<file path="config.mk">
export PLATFORM = sky130hd
export DESIGN_NAME = irq_prio_resolver
export DESIGN_NICKNAME = d
export VERILOG_FILES = /design/src/rtl/irqp_pkg.sv /design/src/rtl/irqp_pending.sv /design/src/rtl/irqp_prio_bank.sv /design/src/rtl/irqp_select.sv /design/src/rtl/irq_prio_resolver.sv
export SDC_FILE = /design/constraint.sdc
export NUM_CORES = 1
export LEC_CHECK = 0
export ABC_CLOCK_PERIOD_IN_PS = 18700
export BUFFER_PORTS_ARGS = -buffer_cell sky130_fd_sc_hd__buf_4
export CORE_MARGIN = 4
export CORE_UTILIZATION = 50
export CTS_CLUSTER_DIAMETER = 40
export CTS_CLUSTER_SIZE = 25
export DETAILED_ROUTE_END_ITERATION = 10
export HOLD_SLACK_MARGIN = 0.15
export PLACE_DENSITY_LB_ADDON = 0.3
export SETUP_SLACK_MARGIN = 0.1
export SYNTH_ARGS = -nofsm -noshare
export SYNTH_HDL_FRONTEND = slang
export SYNTH_SLANG_ARGS = --single-unit
</file>
<file path="constraint.sdc">
create_clock -name clk -period 18.7 [get_ports clk]
set_input_delay 3.74 -clock clk [delete_from_list [all_inputs] [get_ports clk]]
set_output_delay 3.74 -clock clk [all_outputs]
set_load 0.01 [all_outputs]
</file>
<file path="src/rtl/irqp_pkg.sv">
`timescale 1ns/1ps
package irqp_pkg;
  typedef enum logic {
    CTX_THREAD  = 1'b0,
    CTX_HANDLER = 1'b1
  } ctx_e;

  function automatic int idx_width(input int n);
    return (n > 1) ? $clog2(n) : 1;
  endfunction
endpackage

</file>
<file path="src/rtl/irqp_pending.sv">
`timescale 1ns/1ps
module irqp_pending #(
  parameter int NUM_LINES = 32,
  parameter int IDX_W     = 5
) (
  input  logic                 clk,
  input  logic                 rst_n,
  input  logic [NUM_LINES-1:0] irq_in,
  input  logic                 ack_valid,
  input  logic [IDX_W-1:0]     ack_idx,
  output logic [NUM_LINES-1:0] pend_o
);
  logic [NUM_LINES-1:0] ack_mask;
  logic [NUM_LINES-1:0] pend_d;
  logic [NUM_LINES-1:0] pend_q;

  // one-hot decode of the acknowledge
  for (genvar i = 0; i < NUM_LINES; i++) begin : g_ack
    assign ack_mask[i] = ack_valid && (ack_idx == IDX_W'(i));
  end

  // a new request outranks a clearing acknowledge
  always_comb begin
    pend_d = (pend_q & ~ack_mask) | irq_in;
  end

  always_ff @(posedge clk or negedge rst_n) begin
    if (!rst_n) pend_q <= '0;
    else        pend_q <= pend_d;
  end

  assign pend_o = pend_q;
endmodule

</file>
<file path="src/rtl/irqp_prio_bank.sv">
`timescale 1ns/1ps
module irqp_prio_bank #(
  parameter int NUM_LINES = 32,
  parameter int PRIO_W    = 2,
  parameter int IDX_W     = 5
) (
  input  logic                        clk,
  input  logic                        rst_n,
  input  logic                        wr_en,
  input  logic [IDX_W-1:0]            wr_idx,
  input  logic [PRIO_W-1:0]           wr_val,
  output logic [NUM_LINES*PRIO_W-1:0] prio_flat
);
  for (genvar i = 0; i < NUM_LINES; i++) begin : g_ent
    logic              ent_en;
    logic [PRIO_W-1:0] ent_q;
    logic [PRIO_W-1:0] ent_d;

    assign ent_en = wr_en && (wr_idx == IDX_W'(i));

    always_comb begin
      ent_d = ent_q;
      if (ent_en) ent_d = wr_val;
    end

    always_ff @(posedge clk or negedge rst_n) begin
      if (!rst_n) ent_q <= '0;
      else        ent_q <= ent_d;
    end

    assign prio_flat[i*PRIO_W +: PRIO_W] = ent_q;
  end
endmodule

</file>
<file path="src/rtl/irqp_select.sv">
`timescale 1ns/1ps
module irqp_select #(
  parameter int NUM_LINES = 32,
  parameter int PRIO_W    = 2,
  parameter int IDX_W     = 5
) (
  input  logic [NUM_LINES-1:0]        pend,
  input  logic [NUM_LINES*PRIO_W-1:0] prio_flat,
  output logic                        found,
  output logic [IDX_W-1:0]            best_idx,
  output logic [PRIO_W-1:0]           best_prio
);
  // Ascending scan; a later line replaces the best only when strictly
  // more urgent, so equal values keep the lower index.
  always_comb begin
    found     = 1'b0;
    best_idx  = '0;
    best_prio = '0;
    for (int i = 0; i < NUM_LINES; i++) begin
      if (pend[i]) begin
        if (!found || (prio_flat[i*PRIO_W +: PRIO_W] < best_prio)) begin
          found     = 1'b1;
          best_idx  = IDX_W'(i);
          best_prio = prio_flat[i*PRIO_W +: PRIO_W];
        end
      end
    end
  end
endmodule

</file>
<file path="src/rtl/irq_prio_resolver.sv">
`timescale 1ns/1ps
module irq_prio_resolver #(
  parameter int NUM_LINES = 32,
  parameter int PRIO_W    = 2,
  localparam int IDX_W    = irqp_pkg::idx_width(NUM_LINES)
) (
  input  logic                 clk,
  input  logic                 rst_n,
  input  logic [NUM_LINES-1:0] irq_in,
  input  logic                 ack_valid,
  input  logic [IDX_W-1:0]     ack_idx,
  input  logic                 cfg_we,
  input  logic [IDX_W-1:0]     cfg_idx,
  input  logic [PRIO_W-1:0]    cfg_prio,
  input  logic                 in_handler,
  input  logic [PRIO_W-1:0]    run_prio,
  output logic                 win_valid,
  output logic [IDX_W-1:0]     win_idx,
  output logic [PRIO_W-1:0]    win_prio,
  output logic                 preempt_req
);
  import irqp_pkg::*;

  logic [NUM_LINES-1:0]        pend_q;
  logic [NUM_LINES*PRIO_W-1:0] prio_flat;
  logic                        sel_found;
  logic [IDX_W-1:0]            sel_idx;
  logic [PRIO_W-1:0]           sel_prio;
  ctx_e                        ctx;
  logic                        pre_d;

  irqp_pending #(.NUM_LINES(NUM_LINES), .IDX_W(IDX_W)) u_pend (
    .clk(clk), .rst_n(rst_n), .irq_in(irq_in),
    .ack_valid(ack_valid), .ack_idx(ack_idx), .pend_o(pend_q)
  );

  irqp_prio_bank #(.NUM_LINES(NUM_LINES), .PRIO_W(PRIO_W), .IDX_W(IDX_W)) u_bank (
    .clk(clk), .rst_n(rst_n), .wr_en(cfg_we), .wr_idx(cfg_idx),
    .wr_val(cfg_prio), .prio_flat(prio_flat)
  );

  irqp_select #(.NUM_LINES(NUM_LINES), .PRIO_W(PRIO_W), .IDX_W(IDX_W)) u_sel (
    .pend(pend_q), .prio_flat(prio_flat),
    .found(sel_found), .best_idx(sel_idx), .best_prio(sel_prio)
  );

  assign ctx = ctx_e'(in_handler);

  // entry decision: thread mode takes anything, a handler yields only to
  // a strictly smaller value
  always_comb begin
    pre_d = 1'b0;
    if (sel_found) begin
      if (ctx == CTX_THREAD) pre_d = 1'b1;
      else                   pre_d = (sel_prio < run_prio);
    end
  end

  always_ff @(posedge clk or negedge rst_n) begin
    if (!rst_n) begin
      win_valid   <= 1'b0;
      win_idx     <= '0;
      win_prio    <= '0;
      preempt_req <= 1'b0;
    end else begin
      win_valid   <= sel_found;
      win_idx     <= sel_idx;
      win_prio    <= sel_prio;
      preempt_req <= pre_d;
    end
  end
endmodule

</file>
* Word level (Yosys, flattened, before mapping)
Cells that the tools add are included.
** Storage, ports and cells
- Flip-flop bits (word level) :: 105
- Input bits :: 51
- Output and inout port bits :: 9
- Word-level logic and storage cells :: 452
** Operators by class
- Order comparisons :: 32
- Equality and inequality tests :: 62
- Mux-type cells :: 190
- Bitwise gates (word level) :: 3
- Reduce and logical (&&, ||, !) cells :: 128
** Operators with widths (number)
- $mux W5 :: 61
- $eq A5 B5 Y1 const B :: 32
- $mux W2 :: 63
- $eq A5 B4 Y1 const B :: 16
- $mux W1 :: 66
- $logic_and A1 B1 Y1 :: 64
- $lt A2 B2 Y1 :: 32
- $eq A5 B3 Y1 const B :: 8
- $and A32 B32 Y32 :: 1
- $not A32 Y32 :: 1
- $or A32 B32 Y32 :: 1
- $logic_not A1 Y1 :: 31
- $logic_or A1 B1 Y1 :: 31
- $eq A5 B2 Y1 const B :: 4
- $eq A5 B1 Y1 const B :: 2
- $logic_not A5 Y1 :: 2

* Depth between registers and ports, before layout
- Depth after elaboration :: 128
- Mapped depth :: 57
- Mapped depth without buffers :: 55

* Hierarchy
A second synthesis with hierarchy kept.
** Unflattened totals
- Cell total of the unflattened synthesis :: 1056
- Area, all modules :: 8679.6 um^2
** By module, submodules not included
- irqp_select :: times used 1, cells an instance 714, area each 4250.3 um^2, sequential area each 0.0 um^2
- irqp_prio_bank :: times used 1, cells an instance 186, area each 2666.3 um^2, sequential area each 1601.5 um^2
- irqp_pending :: times used 1, cells an instance 142, area each 1498.9 um^2, sequential area each 800.8 um^2
- irq_prio_resolver :: times used 1, cells an instance 14, area each 264.0 um^2, sequential area each 225.2 um^2

* Worst setup path before layout
OpenSTA, ideal clock, no wires.
- Path type :: reg2reg
- Start point :: register u_pend.pend_q[0], in the netlist u_pend.pend_o[0]
- End point :: register preempt_req
- Library setup time :: 125 ps
- Arrival :: 9647 ps
- Data required time :: 18575 ps
- Setup slack :: 8928 ps
- Cell stages (with the launch flop) :: 52
- Buffers on the path :: 1
- Clock period less this slack :: 9772 ps
- Path through :: dfrtp_1 > buf_2 > nand2_1 > ha_1 > a21oi_1 > o21ai_0 > mux2_2 > ha_1 > a2111o_1 > a31o_1 > ha_1 > o41ai_1 > a21oi_1 > a31oi_1 > ha_1 > nor2_1 > nor2_1 > nor2_1 > [16 not listed] > o31ai_1 > a21oi_1 > mux2i_1 > a22oi_2 > o31a_4 > a21oi_4 > a221oi_2 > o311a_4 > o211a_1 > o21a_2 > o31ai_2 > o211ai_2 > a21oi_1 > mux2i_1 > ha_1 > nor2_1 > o21ai_0 > o21ai_1
** Between the ends
- Longest elaborated chain between the ends :: 128
- Elaborated cells on any way between the ends :: 222
- Those cells by class :: order compare: 32; mux: 128; reduce/logical: 62
** RTL lines
- start, declared :: line irqp_pending.sv:15 : logic [NUM_LINES-1:0] pend_q;
- start signal, assigned :: line irqp_pending.sv:29 : else pend_q <= pend_d;
- $mux W2 or $mux W1 (tied branches) :: line irqp_select.sv:20 : if (pend[i]) begin
- $lt A2 B2 Y1 or $logic_not A1 Y1 (tied branches) :: line irqp_select.sv:21 : if (!found || (prio_flat[i*PRIO_W +: PRIO_W] < best_prio)) begin
- $logic_or A1 B1 Y1 :: line irqp_select.sv:21
- $mux W2 or $mux W1 (tied branches) :: line irqp_select.sv:21
- $mux W2 or $mux W1 (tied branches) :: line irqp_select.sv:20
- $lt A2 B2 Y1 or $logic_not A1 Y1 (tied branches) :: line irqp_select.sv:21
- $logic_or A1 B1 Y1 :: line irqp_select.sv:21
- $mux W2 or $mux W1 (tied branches) :: line irqp_select.sv:21
- [114 not listed]
- $logic_or A1 B1 Y1 :: line irqp_select.sv:21
- $mux W2 :: line irqp_select.sv:21
- $mux W2 (*) :: line irqp_select.sv:20
- via sel_prio[1] :: line irq_prio_resolver.sv:28 : logic [PRIO_W-1:0] sel_prio;
- $lt A2 B2 Y1 (*) :: line irq_prio_resolver.sv:55 : else pre_d = (sel_prio < run_prio);
- $mux W1 (*) :: line irq_prio_resolver.sv:54 : if (ctx == CTX_THREAD) pre_d = 1'b1;
- $mux W1 (*) :: line irq_prio_resolver.sv:53 : if (sel_found) begin
- via pre_d :: line irq_prio_resolver.sv:30 : logic pre_d;
- end signal, assigned :: line irq_prio_resolver.sv:69 : preempt_req <= pre_d;
- end, declared :: line irq_prio_resolver.sv:20 : output logic preempt_req
Mark *: on every way through the listed nets, which the timed path passes. The rest lies on a longest branch.
A chain may end at the register's enable or synchronous reset.

* Worst setup path in the final report
Ends and elaborated chain as after synthesis.

==> summary.md <==
| Metric | Value |
|---|---|
| Hold WC Path Type | flip-flop to flip-flop |
| Met2 wire len | approximately 10000 µm |
| Share of cells above drive strength 1 | about 17% |
| Final slew viol count | 0 |
| Pre-antenna DRT Iters | 5 |
| # port buffers | 59 |
| Area of the multi-input gates | 5020 µm² |
| Min cycle time layout | between 10000 and 15000 ps |
| Total track usage | roughly a quarter |
| Final wirelength | around 23000 µm |
| Die ar. | approximately 18000 µm² |
| Vias in the first global route | between 7000 and 8000 |
| First DRT Iteration DRCs | around 950 |
| Area leader, netlist | dfrtp_1 |
| R2R Path End | preempt_req$_DFF_PN0_ |
| Post-cts resize count | 0 |
| Total net switching power | ~580 µW |
| Pint | roughly 670 µW |
| Setup TNS | 0 ps |
| Worst R2R Start | u_pend.pend_o[0]$_DFF_PN0_ |
| Fin Clk Skew | 13.9 ps |
| Final ANT Viol Nets | 0 |
| Cell area after synthesis | ~8000 µm² |
| Via density per instance | between 6 and 7 |
| Clock power frac | about 16% |
| CTS Buffer Depth | 2 |
| Initial Util | around half |
| Synth Register Bits | about 110 |
| Slew HR | about two fifths |
| P&R area growth vs syn | 11.4% |
| R2r setup slk | roughly 7400 ps |
| CTS tree | built |
| Chip height | around 130 µm |
| # fillers | 1416 |
| Num CTS Buffers | 9 |
| Nature of the critical path endpoint | flip-flop |
| Setup bufs post-CTS | 0 |
| Worst path max stage delay | between 500 and 600 ps |
| Synth warnings | 0 |
| Status | finished clean |
| Vias | 7753 |
| Switching Fraction | a little under half |
| I/O pin cnt | 60 |
| RSZ-0062 raised after global routing | false |
| Highest routed layer | met4 |
| Fin Hold WS | 506 ps |
| Wire per inst | ~19 µm |
| Largest net degree at the start of global routing | 74 |
| Slowest stage cell, crit path | dfrtp_1 |
| Power consumption | 1.25 mW |
| Hold path cells | 1 |
| Gate power share | around three fifths |
| Root buffer cell | clkbuf_16 |
| Dpl cell area | 8550 µm² |
| Crit path required time | 18950 ps |
| Peak supply drop | between 0.1 and 0.15 mV |
| Seq/Total Area, Yosys | between 30% and 40% |
| Core Rows | 45 |
| Worst-margin pin slew | approximately 930 ps |
| Max-cap viol count | 0 |
| Library cells used by synthesis | 95 |
| Core Box Area | between 15000 and 20000 µm² |
| Dpl ws | between 7000 and 8000 ps |
| HP Start | u_bank.g_ent[6].ent_q[0]$_DFFE_PN0P_ |
| Final instance area | between 8000 and 9000 µm² |
| Worst path arrival time | between 10000 and 15000 ps |
| Die X | 134 µm |
| PwrDens | 141 nW/µm² |
| Tcrit/Tclk final | approximately three fifths |
| Worst Slack Setup Final | approximately 7400 ps |
| Final net count | around 1100 |
| DR DRC count | 0 |
| Register Area | about 2600 µm² |
| Mean Syn Cell Area | a little over 8 µm² |
| Remaining Overflow, GRT | 0 |
| Sequential share of power | approximately 24% |
| Clk Latency, worst-skew pair | around 370 ps |
| Met3 WL | 1740 µm |
| Startpoint types | flip-flop |
| Main synth FF type | dfrtp_1 |
| Ant diodes | 0 |
| Reg2Reg Depth | 50 |
| Final Hold Fails | 0 |
| HPWL Detailed | 17300 µm |
| H-tree depth | 3 |
| Initial antenna violation count | 0 |
| Post-synth EDFFs | 0 |
| Max Fclk | between 80 and 90 MHz |
| Synth top area cells | dfrtp_1 (33%), mux2_2 (6.4%), o21ai_0 (5.3%) |
| Syn Nets | roughly 1000 |
| Mapped Cells | 962 |
| WHS Endpoint | u_bank.g_ent[6].ent_q[0]$_DFFE_PN0P_ |
| Clk slew on worst S/H paths | 80 ps |
| Cts hold-fix bufs | 0 |
| Critical path class | flip-flop to flip-flop |
| Synth top area share | roughly a third |
| Clock sink count | 105 |
| Metal-1 WL | between 10000 and 15000 µm |
| Crit path max fanout | 11 |
| Leakage | approximately 3.6 nW |
| Final setup vio count | 0 |
| Gpl congestion | between 0.9 and 1 |
| Ys async rst share | between 90% and 100% |
| First-pass GRT wire length | 37800 µm |
==> placed cells by master, fill, tap and decap left out, types with 9 or more instances in the layout <==
master	n
dfrtp_1	105
nor2b_1	15
nand2_1	111
clkbuf_16	9
a31oi_1	14
nor3_1	24
inv_1	51
nand3_1	25
o21ai_1	10
a21oi_1	60
o21ai_0	85
a21o_1	29
o22ai_1	9
buf_4	60
and2_1	9
nor2_1	86
mux2_2	45
nand2b_1	43
o31ai_1	11
o211ai_1	13
==> power groups by stage <==
stage	sequential [mW]	combinational [mW]	clock (mW)
5_1_grt	0.310	0.812	0.209
6_report	0.305	0.749	0.198
4_1_cts	0.303	0.738	0.200
3_5_place_dp	0.307	0.733	0
2_1_floorplan	0.298	0.553	0
3_3_place_gp	0.307	0.728	0
==> synthesized netlist by cell type, drive strengths merged (9+ instances only) <==
cell type / instances
nor3: 29
clkbuf: 21
a31oi: 15
a21boi: 10
a21o: 29
o31ai: 14
nor2: 86
a21oi: 63
o211ai: 16
inv: 51
nand2b: 43
dfrtp: 105
a211oi: 9
o22ai: 9
mux2: 45
and2: 10
nand2: 112
nor2b: 15
o21ai: 96
nand3: 25
==> metal layers <==
metal  vias up  track usage [%]
met1      3681             38.0
met2       367             39.5
met5         -                0
li1       3648                -
met4         0             7.69
met3        57             4.76
==> worst max-delay path: cells and delay by family (launching register included) <==
| kind | cells | cell delay (ps) |
|---|---|---|
| multiplexers | 2 | 560 |
| adder cells (fa/ha/maj) | 7 | 1900 |
| flip-flops | 1 | 550 |
| AND/OR/NAND/NOR | 11 | 1310 |
| AO/OA/AOI/OAI | 30 | 6840 |
==> per-stage QoR <==
stage,instances,utilization [%]
floorplan,962,-
global placement,1206,55.6
detailed placement,1206,55.6
CTS,1222,57.6
global route,1222,57.6
finish,1222,57.6
==> cell families (layout without fill, tap and decap cells) <==
group | after synthesis | count (layout) | synth area share [%]
flops | 105 | 105 | 33.0
buf+inv | 78 | 127 | 3.89
simple gates | 375 | 375 | 23.8
mux | 48 | 48 | 6.75
fa+ha+maj | 13 | 13 | 1.89
compound gates | 343 | 343 | 30.6
==> sequential cells by signal, summed over array words and instances (netlist names) <==
register and cells:
preempt_req 1, u_bank.g_ent.ent_q 64, u_pend.pend_o 32, win_idx 5
win_prio 2, win_valid 1
==> layout make-up <==
| type | instances | area share, % |
|---|---|---|
| timing repair buffer | 60 | 5.08 |
| inverter | 51 | 2.16 |
| multi-input combinational | 779 | 56.6 |
| sequential | 105 | 29.7 |
| clock buffer | 10 | 2.70 |
| tap | 211 | 2.98 |
| clock inverter | 6 | 0.791 |
==> worst max path at each step <==
stage | from | to | slack, ps | cells past startpoint
floorplan | u_pend.pend_o[0]$_DFF_PN0_ | preempt_req$_DFF_PN0_ | 8930 | 51
global placement | u_pend.pend_o[0]$_DFF_PN0_ | preempt_req$_DFF_PN0_ | 8090 | 50
detailed placement | u_pend.pend_o[0]$_DFF_PN0_ | preempt_req$_DFF_PN0_ | 7750 | 51
CTS | u_pend.pend_o[0]$_DFF_PN0_ | preempt_req$_DFF_PN0_ | 7620 | 50
global route | u_pend.pend_o[0]$_DFF_PN0_ | preempt_req$_DFF_PN0_ | 6550 | 53
finish | u_pend.pend_o[0]$_DFF_PN0_ | preempt_req$_DFF_PN0_ | 7410 | 50
(Power assumes the default switching activity.)
